==> src/rtl/afilt_pkg.sv <==
package afilt_pkg;
  parameter int unsigned BYTE_W = 8;

  typedef logic [BYTE_W-1:0] addr_byte_t;

  typedef enum logic [1:0] {
    SEQ_IDLE    = 2'd0,
    SEQ_WAIT_B2 = 2'd1,
    SEQ_PAYLOAD = 2'd2
  } seq_state_e;

  typedef struct packed {
    addr_byte_t b1;
    addr_byte_t b2;
    logic       single;
  } addr_pair_t;
endpackage

==> src/rtl/afilt_seq.sv <==
module afilt_seq
  import afilt_pkg::*;
#(
  parameter int unsigned EXT_BIT = 0
) (
  input  logic       clk,
  input  logic       rst_n,
  input  logic       in_valid,
  input  logic       in_first,
  input  addr_byte_t in_byte,
  output addr_pair_t pair,
  output logic       pair_ready
);
  seq_state_e state_q, state_d;
  addr_byte_t b1_q;
  logic       b1_load;

  always_comb begin
    state_d     = state_q;
    b1_load     = 1'b0;
    pair_ready  = 1'b0;
    pair.b1     = in_byte;
    pair.b2     = '0;
    pair.single = in_byte[EXT_BIT];
    if (in_valid && in_first) begin
      b1_load = 1'b1;
      if (in_byte[EXT_BIT]) begin
        pair_ready = 1'b1;
        state_d    = SEQ_PAYLOAD;
      end else begin
        state_d    = SEQ_WAIT_B2;
      end
    end else if (in_valid && (state_q == SEQ_WAIT_B2)) begin
      pair_ready  = 1'b1;
      pair.b1     = b1_q;
      pair.b2     = in_byte;
      pair.single = 1'b0;
      state_d     = SEQ_PAYLOAD;
    end
  end

  always_ff @(posedge clk or negedge rst_n) begin
    if (!rst_n) begin
      state_q <= SEQ_IDLE;
    end else begin
      state_q <= state_d;
    end
  end

  always_ff @(posedge clk or negedge rst_n) begin
    if (!rst_n) begin
      b1_q <= '0;
    end else if (b1_load) begin
      b1_q <= in_byte;
    end
  end
endmodule

==> src/rtl/afilt_field_cmp.sv <==
module afilt_field_cmp
  import afilt_pkg::*;
(
  input  addr_byte_t value,
  input  addr_byte_t ref_value,
  input  addr_byte_t mask,
  output logic       equal,
  output logic       all_ones
);
  always_comb begin
    equal    = (((value ^ ref_value) & mask) == '0);
    all_ones = ((value & mask) == mask);
  end
endmodule

==> src/rtl/afilt_match.sv <==
module afilt_match
  import afilt_pkg::*;
#(
  parameter int unsigned SHORT_LSB = 2,
  parameter int unsigned LONG_LSB  = 1
) (
  input  addr_pair_t pair,
  input  addr_byte_t ref1,
  input  logic       ref1_en,
  input  addr_byte_t ref2,
  input  logic       ref2_en,
  input  logic       filter_en,
  input  logic       seven,
  output logic       accept
);
  localparam addr_byte_t FULL_MASK  = {BYTE_W{1'b1}};
  localparam addr_byte_t SHORT_MASK = FULL_MASK << SHORT_LSB;
  localparam addr_byte_t LONG_MASK  = FULL_MASK << LONG_LSB;
  localparam int unsigned SLOTS     = 2;

  addr_byte_t slot_val  [SLOTS];
  addr_byte_t slot_ref  [SLOTS];
  addr_byte_t slot_mask [SLOTS];
  logic [SLOTS-1:0] slot_eq;
  logic [SLOTS-1:0] slot_ones;
  logic pass1, pass2;

  always_comb begin
    slot_val[0]  = pair.b1;
    slot_ref[0]  = ref1;
    slot_mask[0] = (pair.single && seven) ? LONG_MASK : SHORT_MASK;
    slot_val[1]  = pair.b2;
    slot_ref[1]  = ref2;
    slot_mask[1] = FULL_MASK;
  end

  for (genvar s = 0; s < SLOTS; s++) begin : g_slot
    afilt_field_cmp u_cmp (
      .value     (slot_val[s]),
      .ref_value (slot_ref[s]),
      .mask      (slot_mask[s]),
      .equal     (slot_eq[s]),
      .all_ones  (slot_ones[s])
    );
  end

  always_comb begin
    pass1 = !ref1_en || slot_eq[0] || (pair.single && slot_ones[0]);
    pass2 = !ref2_en || slot_eq[1] || slot_ones[1];
    if (!filter_en) begin
      accept = 1'b1;
    end else if (pair.single) begin
      accept = pass1;
    end else begin
      accept = pass2 && (pass1 || slot_ones[1]);
    end
  end
endmodule

==> src/rtl/afilt_verdict.sv <==
module afilt_verdict (
  input  logic clk,
  input  logic rst_n,
  input  logic ready,
  input  logic accept,
  output logic out_valid,
  output logic out_accept
);
  logic valid_d, accept_d;

  always_comb begin
    valid_d  = ready;
    accept_d = ready ? accept : 1'b0;
  end

  always_ff @(posedge clk or negedge rst_n) begin
    if (!rst_n) begin
      out_valid  <= 1'b0;
      out_accept <= 1'b0;
    end else begin
      out_valid  <= valid_d;
      out_accept <= accept_d;
    end
  end
endmodule

==> src/rtl/hdlc_addr_filter.sv <==
module hdlc_addr_filter
  import afilt_pkg::*;
#(
  parameter int unsigned EXT_BIT   = 0,
  parameter int unsigned SHORT_LSB = 2,
  parameter int unsigned LONG_LSB  = 1,
  parameter int unsigned SYNC_LEN  = 2
) (
  input  logic              clk,
  input  logic              rst_n,
  input  logic              rx_valid,
  input  logic              rx_first,
  input  logic [BYTE_W-1:0] rx_byte,
  input  logic [BYTE_W-1:0] ref1_byte,
  input  logic              ref1_on,
  input  logic [BYTE_W-1:0] ref2_byte,
  input  logic              ref2_on,
  input  logic              filt_on,
  input  logic              seven_mode,
  output logic              verdict_valid,
  output logic              verdict_accept
);
  logic [SYNC_LEN-1:0] rst_pipe_q;
  logic                rst_core_n;
  addr_pair_t          pair;
  logic                pair_ready;
  logic                accept;

  always_ff @(posedge clk or negedge rst_n) begin
    if (!rst_n) begin
      rst_pipe_q <= '0;
    end else begin
      rst_pipe_q <= {rst_pipe_q[SYNC_LEN-2:0], 1'b1};
    end
  end
  assign rst_core_n = rst_pipe_q[SYNC_LEN-1];

  afilt_seq #(.EXT_BIT(EXT_BIT)) u_seq (
    .clk        (clk),
    .rst_n      (rst_core_n),
    .in_valid   (rx_valid),
    .in_first   (rx_first),
    .in_byte    (rx_byte),
    .pair       (pair),
    .pair_ready (pair_ready)
  );

  afilt_match #(.SHORT_LSB(SHORT_LSB), .LONG_LSB(LONG_LSB)) u_match (
    .pair      (pair),
    .ref1      (ref1_byte),
    .ref1_en   (ref1_on),
    .ref2      (ref2_byte),
    .ref2_en   (ref2_on),
    .filter_en (filt_on),
    .seven     (seven_mode),
    .accept    (accept)
  );

  afilt_verdict u_verdict (
    .clk        (clk),
    .rst_n      (rst_core_n),
    .ready      (pair_ready),
    .accept     (accept),
    .out_valid  (verdict_valid),
    .out_accept (verdict_accept)
  );
endmodule

==> config.mk <==
export PLATFORM = sky130hd
export DESIGN_NAME = hdlc_addr_filter
export DESIGN_NICKNAME = d
export VERILOG_FILES = /design/src/rtl/afilt_pkg.sv /design/src/rtl/afilt_seq.sv /design/src/rtl/afilt_field_cmp.sv /design/src/rtl/afilt_match.sv /design/src/rtl/afilt_verdict.sv /design/src/rtl/hdlc_addr_filter.sv
export SDC_FILE = /design/constraint.sdc
export NUM_CORES = 1
export LEC_CHECK = 0
export ABC_AREA = 1
export BUFFER_PORTS_ARGS = -buffer_cell sky130_fd_sc_hd__buf_2
export CELL_PAD_IN_SITES_DETAIL_PLACEMENT = 0
export CELL_PAD_IN_SITES_GLOBAL_PLACEMENT = 1
export CORE_ASPECT_RATIO = 0.6
export CORE_MARGIN = 4
export CORE_UTILIZATION = 33
export DETAILED_ROUTE_END_ITERATION = 10
export GPL_TIMING_DRIVEN = 0
export PLACE_DENSITY = 0.76
export RECOVER_POWER = 50
export SLEW_MARGIN = 20
export SYNTH_ARGS = -nofsm -noshare
export SYNTH_HDL_FRONTEND = slang
export SYNTH_SLANG_ARGS = --single-unit
==> constraint.sdc <==
create_clock -name clk -period 0.8 [get_ports clk]
set_input_delay 0.16 -clock clk [delete_from_list [all_inputs] [get_ports clk]]
set_output_delay 0.16 -clock clk [all_outputs]
set_load 0.05 [all_outputs]
## After elaboration in Yosys (flattened, before gate mapping)

Cells that the tools add are included.

- Register bits after elaboration: 14
- Logic and storage cells: 40
- Input bits: 32
- Output and inout port bits: 2

- Multiplexer cells: 13
- Reduce and logical (&&, ||, !) cells: 15
- Bitwise gates (word level): 4
- Equality and inequality tests: 3

Operators by type and width:

| cell | number |
|---|---|
| $mux 17 | 2 |
| $and 8x8->8 | 2 |
| $logic_not 8->1 | 2 |
| $xor 8x8->8 | 2 |
| $eq 8x8->1 | 1 |
| $eq 8x8->1 const B | 1 |
| $mux 2 | 4 |
| $mux 1 | 7 |
| $logic_and 1x1->1 | 5 |
| $logic_or 1x1->1 | 5 |
| $eq 2x1->1 const B | 1 |
| $logic_not 1->1 | 2 |
| $reduce_bool 2->1 | 1 |

## Longest topological paths before layout

- Depth in word-level cells: 15
- Gate-level depth with buffers: 14
- Mapped depth without buffers: 13

## Hierarchy

A second synthesis with hierarchy kept.

- Cell total of the unflattened synthesis: 225
- Area, all modules: 1228.7 um^2

Modules (own cells, without submodules):

| module | cells each | sequential area each (um^2) | instances | area each (um^2) |
|---|---|---|---|---|
| afilt_seq | 85 | 250.2 | 1 | 595.6 |
| afilt_field_cmp | 59 | 0.0 | 2 | 232.7 |
| afilt_verdict | 4 | 50.0 | 1 | 57.6 |
| afilt_match | 15 | 0.0 | 1 | 56.3 |
| hdlc_addr_filter | 3 | 50.0 | 1 | 53.8 |

## Worst setup path before layout

Ideal clock, no wire load.

- Path kind: register -> register
- From: reg u_seq.state_q[1]
- To: reg u_verdict.out_accept
- Stages on the path, launching flop included: 15
- Data arrival time: 1.413 ns
- Library setup time: 0.073 ns
- Setup slack: -0.686 ns
- Cells stage by stage: dfrtp_1 -> inv_1 -> nand3_1 -> nor2_2 -> buf_6 -> nand2_2 -> nand2_1 -> nand2_1 -> nand2_1 -> nand2_1 -> nor2_1 -> nand2_1 -> nand2_1 -> nand2_1 -> a21oi_2

- Longest elaborated chain between the ends: 15

Ends and longest elaborated chain:

| item | RTL line | RTL |
|---|---|---|
| start, declared | afilt_seq.sv:14 | `seq_state_e state_q, state_d;` |
| start signal, assigned | afilt_seq.sv:46 | `state_q <= state_d;` |
| $eq 2x1->1 * | afilt_seq.sv:33 | `end else if (in_valid && (state_q == SEQ_WAIT_B2)) begin` |
| $logic_and 1x1->1 * | afilt_seq.sv:33 |  |
| $mux 17 | afilt_seq.sv:33 |  |
| $mux 17 | afilt_seq.sv:25 | `if (in_valid && in_first) begin` |
| $logic_and 1x1->1 | afilt_match.sv:31 | `slot_mask[0] = (pair.single && seven) ? LONG_MASK : SHORT_MASK;` |
| $mux 2 | afilt_match.sv:31 |  |
| $and 8x8->8 (on tied branches) | afilt_field_cmp.sv:12, afilt_field_cmp.sv:11 |  |
| $eq 8x8->1 or $logic_not 8->1 (tied branches) | afilt_field_cmp.sv:12, afilt_field_cmp.sv:11 |  |
| $logic_and 1x1->1 or $logic_or 1x1->1 (tied branches) | afilt_match.sv:48 | `pass1 = !ref1_en \|\| slot_eq[0] \|\| (pair.single && slot_ones[0]);` |
| $logic_or 1x1->1 | afilt_match.sv:48 |  |
| $logic_or 1x1->1 | afilt_match.sv:55 | `accept = pass2 && (pass1 \|\| slot_ones[1]);` |
| $logic_and 1x1->1 | afilt_match.sv:55 |  |
| $mux 1 | afilt_match.sv:52 | `end else if (pair.single) begin` |
| $mux 1 | afilt_match.sv:50 | `if (!filter_en) begin` |
| $mux 1 * | afilt_verdict.sv:13 | `accept_d = ready ? accept : 1'b0;` |
| via u_verdict.accept_d | afilt_verdict.sv:9 | `logic valid_d, accept_d;` |
| end signal, assigned | afilt_verdict.sv:22 | `out_accept <= accept_d;` |
| end, declared | afilt_verdict.sv:7 | `output logic out_accept` |

Mark *: on every way through the listed nets, which the timed path passes. The rest lies on a longest branch.
A chain may end at the register's enable or synchronous reset.

## Worst setup path in the final report

Ends and elaborated chain as after synthesis.

==> run_results.csv <==
group,metric,value,unit
routing,drtPass1Iterations,5,
routing,wire_per_inst,11.7,um
routing,drt-initial-drc-count,82,
placement,place_hpwl,2.37,mm
sta,setup_slack,-0.866,ns
outcome,violations,"negative setup slack",
sta,fin_worst_skew,0.00638,ns
synthesis,synthArstFlopShare,1.00,
routing,route.met2.wl,1.30,mm
clocking,clk_path_buf_depth,2,
synthesis,synth_top_area_frac,0.308,
grt,grt_pass1_wl,5.28,mm
layout,final_core_util,0.508,
pwr,ir_drop,0.000901,V
setup_path,worstSetupPathType,"flop to flop",
routing,route.layer.met1.wl,1.46,mm
routing,vias,1184,
clocking,clk_latency,0.24,ns
layout,fin_area,1510,um^2
setup_path,crit_required,0.97,ns
sta,period_share,2.08,
floorplan,die_w,81.0,um
grt,grt_pass1_vias,1184,
clocking,numCtsBuffers,3,
routing,wl,2.97,mm
placement,postPlaceCellArea,1270,um^2
pwr,p_leak,0.817,nW
layout,syn2layout_area_growth,42.5,%
synthesis,syn_area_per_cell,6.36,um^2
setup_path,critical_path.reg2reg.startpoint,"u_seq.state_q[1]",
sta,fmax,600,MHz
routing,postRouteAntennaNets,0,
synthesis,synth.most_common_cell,"nand2_1",
synthesis,synth_edf_count,0,
clocking,path_clk_slew,0.05,ns
setup_path,rr_worst_depth,13,
floorplan,dieArea,4200,um^2
setup_path,critPathCaptureType,"flop",
synthesis,synth.area.top_cells,"dfrtp_1 31%, nand2_1 20%, nand3_1 11%",
pwr,pwr_density_cell,1300,nW/um^2
layout,nFillCells,328,
routing,route.met3.wl,183,um
layout,fin_nets,245,
grt,grtUsageTotal,0.164,
sta,final_hold_viol_count,0,
synthesis,synth.distinct_cells,20,
layout,drive_gt1_frac,0.340,
floorplan,core,2970,um^2
sta,slew_violations,0,
floorplan,rows,15,
synthesis,synth_commonest_cells,"57 x nand2_1, 25 x inv_1, 23 x nand3_1, 13 x dfrtp_1, 12 x nor2_1",
setup_path,r2r_end,"u_verdict.out_accept",
min_path,hold_path.class,"flop to async pin",
floorplan,initial_core_util,0.356,
setup_path,worstPathArrival,1.83,ns
grt,grt_max_degree,12,
sta,layout_min_cycle_time,1.67,ns
floorplan,die-height,51.8,um
clocking,htree_levels,1,
synthesis,ys_warn_count,0,
synthesis,syn_inst,166,
routing,post-route-drc-count,0,
placement,dp_cells,240,
placement,gp_congestion,0.882,
pwr,power,1.96,mW
layout,diodes,0,
floorplan,ios,34,
setup_path,critPathMaxFanout,7,
flow_run,cap_violations,0,
routing,vias_per_cell,4.66,
synthesis,ys.flop_type,"dfrtp_1",
setup_path,critPathLaunchType,"flop",
sta,setup_viol,6,
clocking,cts-root-buf,"clkbuf_8",
synthesis,syn_nets,198,
clocking,cts_tree,"yes",
grt,grt_overflow,0,
routing,maxUsedRoutingLayer,"met4",
clocking,clock-sinks,13,
grt,grt_antenna_before_repair,0,
synthesis,ys_seq_area_frac,0.308,
synthesis,ys_ff_latch,13,
synthesis,post-synth-top-area-cell,"dfrtp_1",
synthesis,syn-cell-area,1060,um^2
placement,port_buffers,32,
setup_path,r2r_setup_slack,-0.87,ns
sta,rsz0062_at_grt,"true",
outcome,outcome,"complete, but fails checks",
layout,finalNonFillerCells,254,
-- cells in the final DEF, fill, tap and decap left out --
master and n:
a21oi_2 2, buf_16 1, buf_2 30, buf_4 6, buf_6 5, buf_8 1
clkbuf_1 2, clkbuf_8 3, conb_1 1, dfrtp_1 12, dfrtp_2 1, dlygate4sd3_1 1
inv_1 24, inv_2 1, nand2_1 48, nand2_2 12, nand2_4 2, nand2_8 1
nand3_1 22, nand3_4 1, nand3b_1 4, nand4_1 1, nor2_1 8, nor2_2 4
nor2_4 1, nor2_8 1, o21ai_0 8, o21ai_1 1, o21bai_1 4, o31a_1 1
xnor2_1 3
-- sequential cells by signal, summed over array words and instances, names as in the netlist --
name                  cells
u_seq.state_q             2
u_verdict.out_valid       1
rst_pipe_q                2
u_verdict.out_accept      1
u_seq.b1_q                7
-- where the power goes --
part	internal (mW)	leakage (nW)	switching [mW]	total (mW)
Clock	0.350	0.0228	0.214	0.565
Combinational	0.258	0.636	0.336	0.594
Sequential	0.733	0.159	0.0641	0.797
-- repair_timing --
| item | 4_1_cts | 5_1_grt |
|---|---|---|
| buffers inserted | 7 | 1 |
| gates resized for setup | 17 | 11 |
| hold buffers | 1 | 0 |
| gates cloned | 1 | 0 |
| hold endpoints to repair | 2 | 0 |
| endpoints found under the setup margin | 13 | 13 |
| pin swaps | 10 | 8 |
-- area by class of cell --
cell class / instances / area (um^2) / area share
buffer: 3 / 31.3 / 0.0208
clock buffer: 4 / 45.0 / 0.0299
inverter: 25 / 93.8 / 0.0623
multi-input combinational: 125 / 679 / 0.451
sequential: 13 / 327 / 0.217
tap: 42 / 52.6 / 0.0349
timing repair buffer: 42 / 277 / 0.184
-- metal layers --
metal  vias up  global-route usage
met5         -                   0
met4         0              0.0337
met3         4              0.0484
met2        32               0.252
met1       537               0.228
li1        611                   -
-- worst max-delay path by stage --
stage | start | endpoint | cells past startpoint
finish | u_seq.state_q[1] | u_verdict.out_accept | 13
global route | u_seq.state_q[1] | u_verdict.out_accept | 13
CTS | u_seq.state_q[1] | u_verdict.out_accept | 14
detailed placement | u_seq.state_q[1] | u_verdict.out_accept | 14
global placement | u_seq.state_q[1] | u_verdict.out_accept | 14
floorplan | u_seq.state_q[1] | u_verdict.out_accept | 14
-- through the flow --
step / hold WS, ns / setup WS (ns) / TNS, ns
finish: 0.173 / -0.866 / -1.77
global route: 0.233 / -0.996 / -2.45
CTS: 0.198 / -0.875 / -1.84
detailed placement: -0.0526 / -0.950 / -3.69
global placement: -0.0551 / -0.941 / -3.59
floorplan: -0.136 / -0.665 / -0.747
-- worst max-delay path: stages, from the launching register on --
cell and delay [ns]:
dfrtp_2 0.45, inv_2 0.08, nand3_4 0.07, nor2_4 0.14, buf_6 0.14, buf_4 0.11, nand3_1 0.05, nand2_1 0.07
nand2_1 0.05, nor2_1 0.09, nand3_1 0.08, nand2_1 0.08, nand2_2 0.06, a21oi_2 0.12
-- kinds of logic after synthesis --
kind of cell	share of synthesized area
xor+xnor	0.0249
flops	0.308
other cells	0.00355
buf+inv	0.114
compound gates	0.0960
simple gates	0.454
No activity file was read; power rests on OpenSTA's default activity.
